[src/rtl/cfg_port_pkg.sv]
package cfg_port_pkg;

    typedef enum logic [1:0] {
        DF_IDLE,
        DF_ADDR,
        DF_DATA
    } deframe_state_e;

    typedef enum logic {
        FC_WAIT_VD,
        FC_COUNT
    } field_state_e;

endpackage

[src/rtl/cfg_sync_edge.sv]
module cfg_sync_edge #(
    parameter int           W       = 3,
    parameter logic [W-1:0] RST_VAL = '1
) (
    input  logic         clk,
    input  logic         rst_n,
    input  logic [W-1:0] din,
    output logic [W-1:0] rise,
    output logic [W-1:0] fall
);

    logic [W-1:0] meta_q;
    logic [W-1:0] sync_q;
    logic [W-1:0] hist_q;

    always_ff @(posedge clk or negedge rst_n) begin
        if (!rst_n) begin
            meta_q <= RST_VAL;
            sync_q <= RST_VAL;
            hist_q <= RST_VAL;
        end else begin
            meta_q <= din;
            sync_q <= meta_q;
            hist_q <= sync_q;
        end
    end

    assign rise = sync_q & ~hist_q;
    assign fall = ~sync_q & hist_q;

endmodule

[src/rtl/cfg_deframer.sv]
module cfg_deframer
    import cfg_port_pkg::*;
#(
    parameter int ADDR_W = 8,
    parameter int DATA_W = 6
) (
    input  logic              clk,
    input  logic              rst_n,
    input  logic              sck,
    input  logic              sdata,
    input  logic              sl_fall,
    input  logic              sl_rise,
    output logic              wr_en,
    output logic [ADDR_W-1:0] wr_addr,
    output logic [DATA_W-1:0] wr_data
);

    localparam int               MAX_W  = (ADDR_W > DATA_W) ? ADDR_W : DATA_W;
    localparam int               CNT_W  = $clog2(MAX_W);
    localparam logic [CNT_W-1:0] A_LAST = CNT_W'(ADDR_W - 1);
    localparam logic [CNT_W-1:0] D_LAST = CNT_W'(DATA_W - 1);

    deframe_state_e    st_q, st_nx;
    logic [2:0]        sck_s;
    logic [1:0]        sd_s;
    logic              sck_rise;
    logic              bit_in;
    logic [CNT_W-1:0]  bit_cnt;
    logic [ADDR_W-1:0] addr_sh;
    logic [DATA_W-1:0] data_sh;
    logic [ADDR_W-1:0] cur_addr;

    // input resynchronisation, same depth as the select path
    always_ff @(posedge clk or negedge rst_n) begin
        if (!rst_n) begin
            sck_s <= '0;
            sd_s  <= '0;
        end else begin
            sck_s <= {sck_s[1:0], sck};
            sd_s  <= {sd_s[0], sdata};
        end
    end

    assign sck_rise = sck_s[1] & ~sck_s[2];
    assign bit_in   = sd_s[1];

    // state register
    always_ff @(posedge clk or negedge rst_n) begin
        if (!rst_n) st_q <= DF_IDLE;
        else        st_q <= st_nx;
    end

    // next state
    always_comb begin
        st_nx = st_q;
        unique case (st_q)
            DF_IDLE: if (sl_fall) st_nx = DF_ADDR;
            DF_ADDR: begin
                if (sl_rise)                              st_nx = DF_IDLE;
                else if (sck_rise && bit_cnt == A_LAST)   st_nx = DF_DATA;
            end
            DF_DATA: if (sl_rise) st_nx = DF_IDLE;
            default: st_nx = DF_IDLE;
        endcase
    end

    // shift path and write strobe
    always_ff @(posedge clk or negedge rst_n) begin
        if (!rst_n) begin
            bit_cnt  <= '0;
            addr_sh  <= '0;
            data_sh  <= '0;
            cur_addr <= '0;
            wr_en    <= 1'b0;
            wr_addr  <= '0;
            wr_data  <= '0;
        end else begin
            wr_en <= 1'b0;
            if (st_q == DF_IDLE || sl_rise) begin
                bit_cnt <= '0;
            end else if (sck_rise) begin
                if (st_q == DF_ADDR) begin
                    addr_sh <= {bit_in, addr_sh[ADDR_W-1:1]};
                    if (bit_cnt == A_LAST) begin
                        cur_addr <= {bit_in, addr_sh[ADDR_W-1:1]};
                        bit_cnt  <= '0;
                    end else begin
                        bit_cnt <= bit_cnt + 1'b1;
                    end
                end else begin
                    data_sh <= {bit_in, data_sh[DATA_W-1:1]};
                    if (bit_cnt == D_LAST) begin
                        wr_en    <= 1'b1;
                        wr_addr  <= cur_addr;
                        wr_data  <= {bit_in, data_sh[DATA_W-1:1]};
                        cur_addr <= cur_addr + 1'b1;
                        bit_cnt  <= '0;
                    end else begin
                        bit_cnt <= bit_cnt + 1'b1;
                    end
                end
            end
        end
    end

endmodule

[src/rtl/cfg_field_commit.sv]
module cfg_field_commit
    import cfg_port_pkg::*;
#(
    parameter int LINE_W = 6
) (
    input  logic              clk,
    input  logic              rst_n,
    input  logic              vd_rise,
    input  logic              vd_fall,
    input  logic              hd_rise,
    input  logic              hd_fall,
    input  logic              pol_high,
    input  logic              prevent,
    input  logic              pending,
    input  logic [LINE_W-1:0] upd_line,
    output logic              vd_commit
);

    field_state_e      st_q, st_nx;
    logic [LINE_W-1:0] line_cnt;
    logic              vd_lead;
    logic              hd_lead;
    logic              line_hit;

    assign vd_lead  = pol_high ? vd_rise : vd_fall;
    assign hd_lead  = pol_high ? hd_rise : hd_fall;
    assign line_hit = (line_cnt == upd_line);

    // state register
    always_ff @(posedge clk or negedge rst_n) begin
        if (!rst_n) st_q <= FC_WAIT_VD;
        else        st_q <= st_nx;
    end

    // next state
    always_comb begin
        st_nx = st_q;
        unique case (st_q)
            FC_WAIT_VD: if (vd_lead) st_nx = FC_COUNT;
            FC_COUNT: begin
                if (vd_lead)                  st_nx = FC_COUNT;
                else if (hd_lead && line_hit) st_nx = FC_WAIT_VD;
            end
            default: st_nx = FC_WAIT_VD;
        endcase
    end

    // output
    always_comb begin
        vd_commit = (st_q == FC_COUNT) && !vd_lead && hd_lead && line_hit
                    && !prevent && pending;
    end

    // line counter, restarted by every leading frame sync
    always_ff @(posedge clk or negedge rst_n) begin
        if (!rst_n) begin
            line_cnt <= '0;
        end else if (vd_lead) begin
            line_cnt <= '0;
        end else if (st_q == FC_COUNT && hd_lead && line_cnt != '1) begin
            line_cnt <= line_cnt + 1'b1;
        end
    end

endmodule

[src/rtl/cfg_reg_bank.sv]
module cfg_reg_bank #(
    parameter int                  NUM_REGS = 64,
    parameter int                  DATA_W   = 6,
    parameter int                  ADDR_W   = 8,
    parameter logic [NUM_REGS-1:0] SL_MASK  = NUM_REGS'('hFF),
    parameter int                  CTRL_IDX = 0,
    parameter int                  LINE_IDX = 1
) (
    input  logic                         clk,
    input  logic                         rst_n,
    input  logic                         wr_en,
    input  logic [ADDR_W-1:0]            wr_addr,
    input  logic [DATA_W-1:0]            wr_data,
    input  logic                         sl_rise,
    input  logic                         vd_commit,
    output logic [NUM_REGS*DATA_W-1:0]   live_flat,
    output logic                         pending,
    output logic                         prevent,
    output logic                         pol_high,
    output logic [DATA_W-1:0]            upd_line
);

    localparam int IDX_W = $clog2(NUM_REGS);

    logic             wr_hit;
    logic [IDX_W-1:0] wr_idx;

    assign wr_hit = wr_en && (wr_addr < ADDR_W'(NUM_REGS));
    assign wr_idx = wr_addr[IDX_W-1:0];

    for (genvar i = 0; i < NUM_REGS; i++) begin : g_reg
        logic [DATA_W-1:0] stg_q;
        logic [DATA_W-1:0] live_q;
        logic              load;

        if (SL_MASK[i]) begin : g_sl
            assign load = sl_rise;
        end else begin : g_vd
            assign load = vd_commit;
        end

        always_ff @(posedge clk or negedge rst_n) begin
            if (!rst_n) begin
                stg_q  <= '0;
                live_q <= '0;
            end else begin
                if (wr_hit && wr_idx == IDX_W'(i)) stg_q <= wr_data;
                if (load) live_q <= stg_q;
            end
        end

        assign live_flat[i*DATA_W +: DATA_W] = live_q;
    end

    always_ff @(posedge clk or negedge rst_n) begin
        if (!rst_n) begin
            pending <= 1'b0;
        end else begin
            if (vd_commit) pending <= 1'b0;
            if (wr_hit && !SL_MASK[wr_idx]) pending <= 1'b1;
        end
    end

    assign prevent  = live_flat[CTRL_IDX*DATA_W];
    assign pol_high = live_flat[CTRL_IDX*DATA_W + 1];
    assign upd_line = live_flat[LINE_IDX*DATA_W +: DATA_W];

endmodule

[src/rtl/serial_cfg_port.sv]
module serial_cfg_port #(
    parameter int                  NUM_REGS = 64,
    parameter int                  DATA_W   = 6,
    parameter int                  ADDR_W   = 8,
    parameter logic [NUM_REGS-1:0] SL_MASK  = NUM_REGS'('hFF),
    parameter int                  CTRL_IDX = 0,
    parameter int                  LINE_IDX = 1
) (
    input  logic                       clk,
    input  logic                       rst_n,
    input  logic                       sck,
    input  logic                       sdata,
    input  logic                       sl_n,
    input  logic                       vd,
    input  logic                       hd,
    output logic [NUM_REGS*DATA_W-1:0] live_regs
);

    logic [2:0]        ev_rise, ev_fall;
    logic              sl_rise, sl_fall;
    logic              wr_en;
    logic [ADDR_W-1:0] wr_addr;
    logic [DATA_W-1:0] wr_data;
    logic              vd_commit;
    logic              pending;
    logic              prevent;
    logic              pol_high;
    logic [DATA_W-1:0] upd_line;

    // bit 0 select, bit 1 frame sync, bit 2 line sync
    cfg_sync_edge #(.W(3), .RST_VAL(3'b111)) u_sync (
        .clk   (clk),
        .rst_n (rst_n),
        .din   ({hd, vd, sl_n}),
        .rise  (ev_rise),
        .fall  (ev_fall)
    );

    assign sl_rise = ev_rise[0];
    assign sl_fall = ev_fall[0];

    cfg_deframer #(.ADDR_W(ADDR_W), .DATA_W(DATA_W)) u_deframe (
        .clk     (clk),
        .rst_n   (rst_n),
        .sck     (sck),
        .sdata   (sdata),
        .sl_fall (sl_fall),
        .sl_rise (sl_rise),
        .wr_en   (wr_en),
        .wr_addr (wr_addr),
        .wr_data (wr_data)
    );

    cfg_field_commit #(.LINE_W(DATA_W)) u_field (
        .clk       (clk),
        .rst_n     (rst_n),
        .vd_rise   (ev_rise[1]),
        .vd_fall   (ev_fall[1]),
        .hd_rise   (ev_rise[2]),
        .hd_fall   (ev_fall[2]),
        .pol_high  (pol_high),
        .prevent   (prevent),
        .pending   (pending),
        .upd_line  (upd_line),
        .vd_commit (vd_commit)
    );

    cfg_reg_bank #(
        .NUM_REGS (NUM_REGS),
        .DATA_W   (DATA_W),
        .ADDR_W   (ADDR_W),
        .SL_MASK  (SL_MASK),
        .CTRL_IDX (CTRL_IDX),
        .LINE_IDX (LINE_IDX)
    ) u_bank (
        .clk       (clk),
        .rst_n     (rst_n),
        .wr_en     (wr_en),
        .wr_addr   (wr_addr),
        .wr_data   (wr_data),
        .sl_rise   (sl_rise),
        .vd_commit (vd_commit),
        .live_flat (live_regs),
        .pending   (pending),
        .prevent   (prevent),
        .pol_high  (pol_high),
        .upd_line  (upd_line)
    );

endmodule

[config.mk]
export PLATFORM = sky130hd
export DESIGN_NAME = serial_cfg_port
export DESIGN_NICKNAME = d
export VERILOG_FILES = /design/src/rtl/cfg_port_pkg.sv /design/src/rtl/cfg_sync_edge.sv /design/src/rtl/cfg_deframer.sv /design/src/rtl/cfg_field_commit.sv /design/src/rtl/cfg_reg_bank.sv /design/src/rtl/serial_cfg_port.sv
export SDC_FILE = /design/constraint.sdc
export NUM_CORES = 1
export LEC_CHECK = 0
export BUFFER_PORTS_ARGS = -buffer_cell sky130_fd_sc_hd__buf_2
export CORE_ASPECT_RATIO = 0.75
export CORE_MARGIN = 1
export CORE_UTILIZATION = 51
export CTS_BUF_LIST = sky130_fd_sc_hd__clkbuf_4
export DETAILED_ROUTE_END_ITERATION = 10
export HOLD_SLACK_MARGIN = 0.02
export PLACE_DENSITY = 0.71
export SLEW_MARGIN = 20
export SYNTH_ARGS = -nofsm -noshare
export SYNTH_HDL_FRONTEND = slang
export SYNTH_SLANG_ARGS = --single-unit
export TNS_END_PERCENT = 1
[constraint.sdc]
create_clock -name clk -period 3.2 [get_ports clk]
set_clock_uncertainty 0.1 [all_clocks]
set_input_delay 0 -clock clk [delete_from_list [all_inputs] [get_ports clk]]
set_output_delay 0 -clock clk [all_outputs]
set_load 0.03 [all_outputs]
==> flow_summary.html <==
<table>
<tr><th>Metric</th><th>Value</th></tr>
<tr><th colspan="2">Status</th></tr>
<tr><td>Status</td><td>finished clean</td></tr>
<tr><th colspan="2">Drt</th></tr>
<tr><td>Iteration-0 DRC count of the detailed router</td><td>958</td></tr>
<tr><td>Final WL</td><td>75700 um</td></tr>
<tr><td>Number of nets with antenna violations after routing</td><td>0</td></tr>
<tr><td>Remaining routing DRC violations</td><td>0</td></tr>
<tr><td>Total via count in the routed design</td><td>18.9k</td></tr>
<tr><td>Mean routed wirelength per cell</td><td>between 20 and 25 um</td></tr>
<tr><td>Number of search-and-repair iterations in the first detailed-routing pass</td><td>5</td></tr>
<tr><td>Via density per instance</td><td>5.34</td></tr>
<tr><th colspan="2">Cells and area</th></tr>
<tr><td>Share of layout cells above drive strength 1</td><td>54.9%</td></tr>
<tr><td>Net count, final</td><td>approximately 2.6k</td></tr>
<tr><td>Most common cell after layout, fill and taps aside</td><td>dfrtp_1</td></tr>
<tr><td>P&amp;R area growth vs syn</td><td>18.0%</td></tr>
<tr><td>Leading cell types in the layout, fill and taps excluded</td><td>dfrtp_1 (815), mux2_2 (706), buf_2 (389)</td></tr>
<tr><td>Register area</td><td>20800 sq um</td></tr>
<tr><td>Fillers</td><td>4644</td></tr>
<tr><td>Fraction of the core area covered by cells at the end of the flow</td><td>61.3%</td></tr>
<tr><td>Count of non-filler cells in the finished layout</td><td>3540</td></tr>
<tr><td>Combined area of the multi-input logic cells</td><td>10400 sq um</td></tr>
<tr><th colspan="2">Clocking</th></tr>
<tr><td>Deepest clock path buffer count</td><td>3</td></tr>
<tr><td>Number of H-tree levels</td><td>4</td></tr>
<tr><td>Num Clock Sinks</td><td>830</td></tr>
<tr><td>Number of post-CTS setup repair buffers</td><td>0</td></tr>
<tr><td>Clock slew at reported path FFs</td><td>roughly 0.07 ns</td></tr>
<tr><td>Number of gates resized after CTS</td><td>0</td></tr>
<tr><td>Cell at the root of the clock tree</td><td>clkbuf_4</td></tr>
<tr><td>TritonCTS buffer count</td><td>around 200</td></tr>
<tr><td>Later-pin clock latency in the skew report</td><td>just over 1 ns</td></tr>
<tr><td>TritonCTS clock tree</td><td>built</td></tr>
<tr><th colspan="2">Placed design</th></tr>
<tr><td>Worst slack at placement</td><td>about 0.36 ns</td></tr>
<tr><td>Port-buffer cells</td><td>390</td></tr>
<tr><td>Cells after DPL</td><td>3187</td></tr>
<tr><td>Half-perimeter wire length after detailed placement</td><td>50100 um</td></tr>
<tr><td>Routability Congestion</td><td>0.803</td></tr>
<tr><th colspan="2">Floorplanning</th></tr>
<tr><td>Floorplan die width</td><td>290 um</td></tr>
<tr><td>Initial Utilization</td><td>between 50% and 60%</td></tr>
<tr><td>Number of rows in the core area</td><td>78</td></tr>
<tr><td>Y dimension of the die</td><td>218 um</td></tr>
<tr><td>Io pins</td><td>between 300 and 400</td></tr>
<tr><td>Die Footprint</td><td>63200 sq um</td></tr>
<tr><td>Core ar.</td><td>about 61000 sq um</td></tr>
<tr><th colspan="2">Synth</th></tr>
<tr><td>Post-synthesis sequential area ratio</td><td>65.5%</td></tr>
<tr><td>Async set or reset register ratio after synthesis</td><td>100%</td></tr>
<tr><td>Syn_area_per_cell</td><td>15.4 sq um</td></tr>
<tr><td>Area share of the largest cell type after synthesis</td><td>around two thirds</td></tr>
<tr><td>Summed instance area of the synthesized netlist</td><td>31700 sq um</td></tr>
<tr><td>Synth Instances</td><td>2056</td></tr>
<tr><td>Syn_nets</td><td>2068</td></tr>
<tr><td>Total of warnings raised by yosys</td><td>0</td></tr>
<tr><td>Netlist cell types</td><td>53</td></tr>
<tr><td>Number of flops mapped to enable cells by yosys</td><td>0</td></tr>
<tr><td>Synthesized flop and latch total</td><td>830</td></tr>
<tr><td>Most common flop cell mapped by yosys</td><td>dfrtp_1</td></tr>
<tr><td>Yosys top cell by area</td><td>dfrtp_1</td></tr>
<tr><td>Top cells by area, synth</td><td>dfrtp_1 (65%), mux2_2 (25%), nand2_1 (2.3%)</td></tr>
<tr><th colspan="2">Run</th></tr>
<tr><td>Max-capacitance violation count</td><td>0</td></tr>
<tr><th colspan="2">Critical path</th></tr>
<tr><td>Crit-path max FO</td><td>11</td></tr>
<tr><td>Critical R2R Capture</td><td>u_bank.g_reg[4].stg_q[3]</td></tr>
<tr><td>Crit path max-delay cell type</td><td>nor3_1</td></tr>
<tr><td>Stage delay of the slowest cell on the critical path</td><td>0.86 ns</td></tr>
<tr><td>Buffers &amp; Inverters on Critical Path</td><td>0</td></tr>
<tr><td>Arrival time reported for the critical path endpoint</td><td>3.67 ns</td></tr>
<tr><td>Startpoint type of the worst setup path</td><td>flip-flop</td></tr>
<tr><td>Critical Path Stages</td><td>4</td></tr>
<tr><td>Kind of cell adding the most delay to the critical path</td><td>simple AND/OR/NAND/NOR gates</td></tr>
<tr><td>Classification of the worst setup path</td><td>flip-flop to flip-flop</td></tr>
<tr><td>Type of element capturing the critical path</td><td>flip-flop</td></tr>
<tr><td>CP cell instances</td><td>nand2b_1 &gt; nor3_1 &gt; nand2_1 &gt; mux2_2</td></tr>
<tr><td>Data required time at the worst endpoint</td><td>3.95 ns</td></tr>
<tr><td>Setup slack of the worst register-to-register path</td><td>0.29 ns</td></tr>
<tr><td>Worst reg2reg startpoint</td><td>u_deframe.wr_addr[2]</td></tr>
<tr><td>Worst Reg2Reg Path Length in Cells</td><td>4</td></tr>
<tr><th colspan="2">Hold path</th></tr>
<tr><td>Launch point of the worst hold path</td><td>u_sync.meta_q[2]</td></tr>
<tr><td>Worst hold-check path type</td><td>flip-flop to flip-flop</td></tr>
<tr><td>Hold endpoint</td><td>u_sync.sync_q[2]</td></tr>
<tr><td>Cell depth of the worst min-delay path</td><td>0</td></tr>
<tr><th colspan="2">Power</th></tr>
<tr><td>Lkg Pwr</td><td>20.9 nW</td></tr>
<tr><td>Portion of total power attributed to combinational logic</td><td>2.3%</td></tr>
<tr><td>Total power density per cell area</td><td>516 nW/um^2</td></tr>
<tr><td>Power share of the clock group</td><td>a little over two fifths</td></tr>
<tr><td>Sw frac</td><td>22.9%</td></tr>
<tr><td>Internal power consumption</td><td>~0.015 W</td></tr>
<tr><td>Share of total power in sequential cells</td><td>between 50% and 60%</td></tr>
<tr><td>Switching power</td><td>0.00442 W</td></tr>
<tr><td>Worst vdd rail ir drop</td><td>0.000273 V</td></tr>
<tr><th colspan="2">Global routing</th></tr>
<tr><td>First-pass GRT wire length</td><td>approximately 120000 um</td></tr>
<tr><td>Maximum number of pins on one net before global-route repair</td><td>91</td></tr>
<tr><td>Grt ovf</td><td>0</td></tr>
<tr><td>Global routing usage summed across all routing layers</td><td>24.5%</td></tr>
<tr><td>Initial antenna violation count</td><td>2</td></tr>
<tr><td>Number of global-route vias before repair</td><td>20.2k</td></tr>
<tr><th colspan="2">Timing</th></tr>
<tr><td>Final worst setup slack</td><td>0.288 ns</td></tr>
<tr><td>Achievable frequency</td><td>343 MHz</td></tr>
<tr><td>Max-Slew Margin vs Limit</td><td>28.9%</td></tr>
<tr><td>Total count of max-transition violations in the final report</td><td>0</td></tr>
<tr><td>Sum Neg Setup Slack</td><td>0 ns</td></tr>
<tr><td>Measured slew at the worst slew-check pin</td><td>1.06 ns</td></tr>
<tr><td>Unrepaired setup endpoints after global routing</td><td>no</td></tr>
<tr><td>Shortest clock period the worst path allows after layout</td><td>2.91 ns</td></tr>
<tr><td>Portion of the clock cycle consumed by the worst path in the final layout</td><td>91.0%</td></tr>
<tr><td>Minimum hold slack</td><td>~0.25 ns</td></tr>
<tr><td>Setup violators final</td><td>0</td></tr>
<tr><td>Final Hold Viols</td><td>0</td></tr>
</table>
[registers in the layout, indices dropped and copies added (netlist names)]
name and count:
u_deframe.data_sh 5, u_deframe.wr_addr 8, u_deframe.wr_data 6, u_deframe.sck_s 3, u_sync.sync_q 3, u_deframe.cur_addr 8, u_bank.g.stg_q 384, u_sync.hist_q 3
u_sync.meta_q 3, u_field.line_cnt 6, u_bank.pending 1, u_deframe.wr_en 1, u_deframe.st_q 2, u_deframe.addr_sh 7, u_bank.g.live_q 378, u_field.st_q 1
u_bank.upd_line 6, u_deframe.sd_s 2, u_deframe.bit_cnt 3
[what timing repair did]
| action | in CTS | in global routing |
|---|---|---|
| hold endpoints to repair | 835 | 0 |
| hold buffers | 19 | 0 |
| setup endpoints to repair | 0 | 0 |
[cells by family after synthesis]
| logic type | after synthesis | synth area share (%) |
|---|---|---|
| xor gates and xnor gates | 7 | 0.193 |
| DFF | 830 | 65.5 |
| muxes | 747 | 26.5 |
| and+or+nand+nor | 303 | 4.96 |
| buffers and inverters | 122 | 1.78 |
| adders and majority gates | 5 | 0.197 |
| AOI/OAI and AO/OA | 42 | 0.781 |
[how the worst max path moves through the flow]
stage,from,endpoint,slack [ns]
floorplan,u_sync.hist_q[0],u_deframe.wr_addr[5],1.00
global placement,u_deframe.wr_addr[2],u_bank.g_reg[36].stg_q[4],0.40
finish,u_deframe.wr_addr[2],u_bank.g_reg[4].stg_q[3],0.29
CTS,u_deframe.wr_addr[2],u_bank.g_reg[36].stg_q[3],0.36
global route,u_deframe.wr_addr[2],u_bank.g_reg[4].stg_q[4],0.23
detailed placement,u_deframe.wr_addr[2],u_bank.g_reg[36].stg_q[3],0.36
[routing by layer]
layer / share of wire (%) / track usage (%) / vias to the layer above
li1: - / - / 8391
met4: 2.3 / 9.75 / 0
met5: 0 / 0 / -
met3: 5.0 / 6.06 / 126
met1: 45 / 32.9 / 9936
met2: 48 / 38.7 / 442
[through the flow]
| step | area [sq um] | total power, W |
|---|---|---|
| 5_1_grt | 37400 | 0.0202 |
| 6_report | 37400 | 0.0193 |
| 2_1_floorplan | 31700 | 0.0109 |
| 3_3_place_gp | 34800 | 0.0112 |
| 4_1_cts | 37400 | 0.0196 |
| 3_5_place_dp | 34800 | 0.0112 |
[area by class of cell]
cell class                      count  area share (%)
Tap cell                          800            2.68
Inverter                            5          0.0502
Multi-Input combinational cell   1104            27.7
Timing Repair Buffer              467            7.57
Sequential cell                   830            55.6
Antenna cell                        4          0.0268
Clock inverter                     47           0.702
Clock buffer                      283            5.68
[synthesized netlist by cell type, types with 4 or more instances]
cell and number:
dfstp_2 9, nor4_4 6, xor2_1 5, buf_6 5, nor2_1 13, a21oi_1 14
dfrtp_1 821, mux2_1 40, ha_1 5, nand2b_1 9, inv_1 5, nor3_4 9
or3_1 4, nand3_1 12, buf_2 44, o21ai_0 10, buf_4 4, nand4_1 4
mux2_2 706, nand2_1 195, nand2_2 12, a31oi_1 7, clkbuf_1 63, nor3b_1 4
nor3_1 9, and3_1 4
[power by group through the flow]
| stage | registers (W) | logic (W) | clock network (W) |
|---|---|---|---|
| finish | 0.0106 | 0.000446 | 0.00825 |
| floorplan | 0.0108 | 0.000155 | 0 |
| global route | 0.0106 | 0.000513 | 0.00911 |
| CTS | 0.0106 | 0.000461 | 0.00851 |
| detailed placement | 0.0108 | 0.000438 | 0 |
| global placement | 0.0108 | 0.000417 | 0 |
No activity file was read; power rests on OpenSTA's default activity.
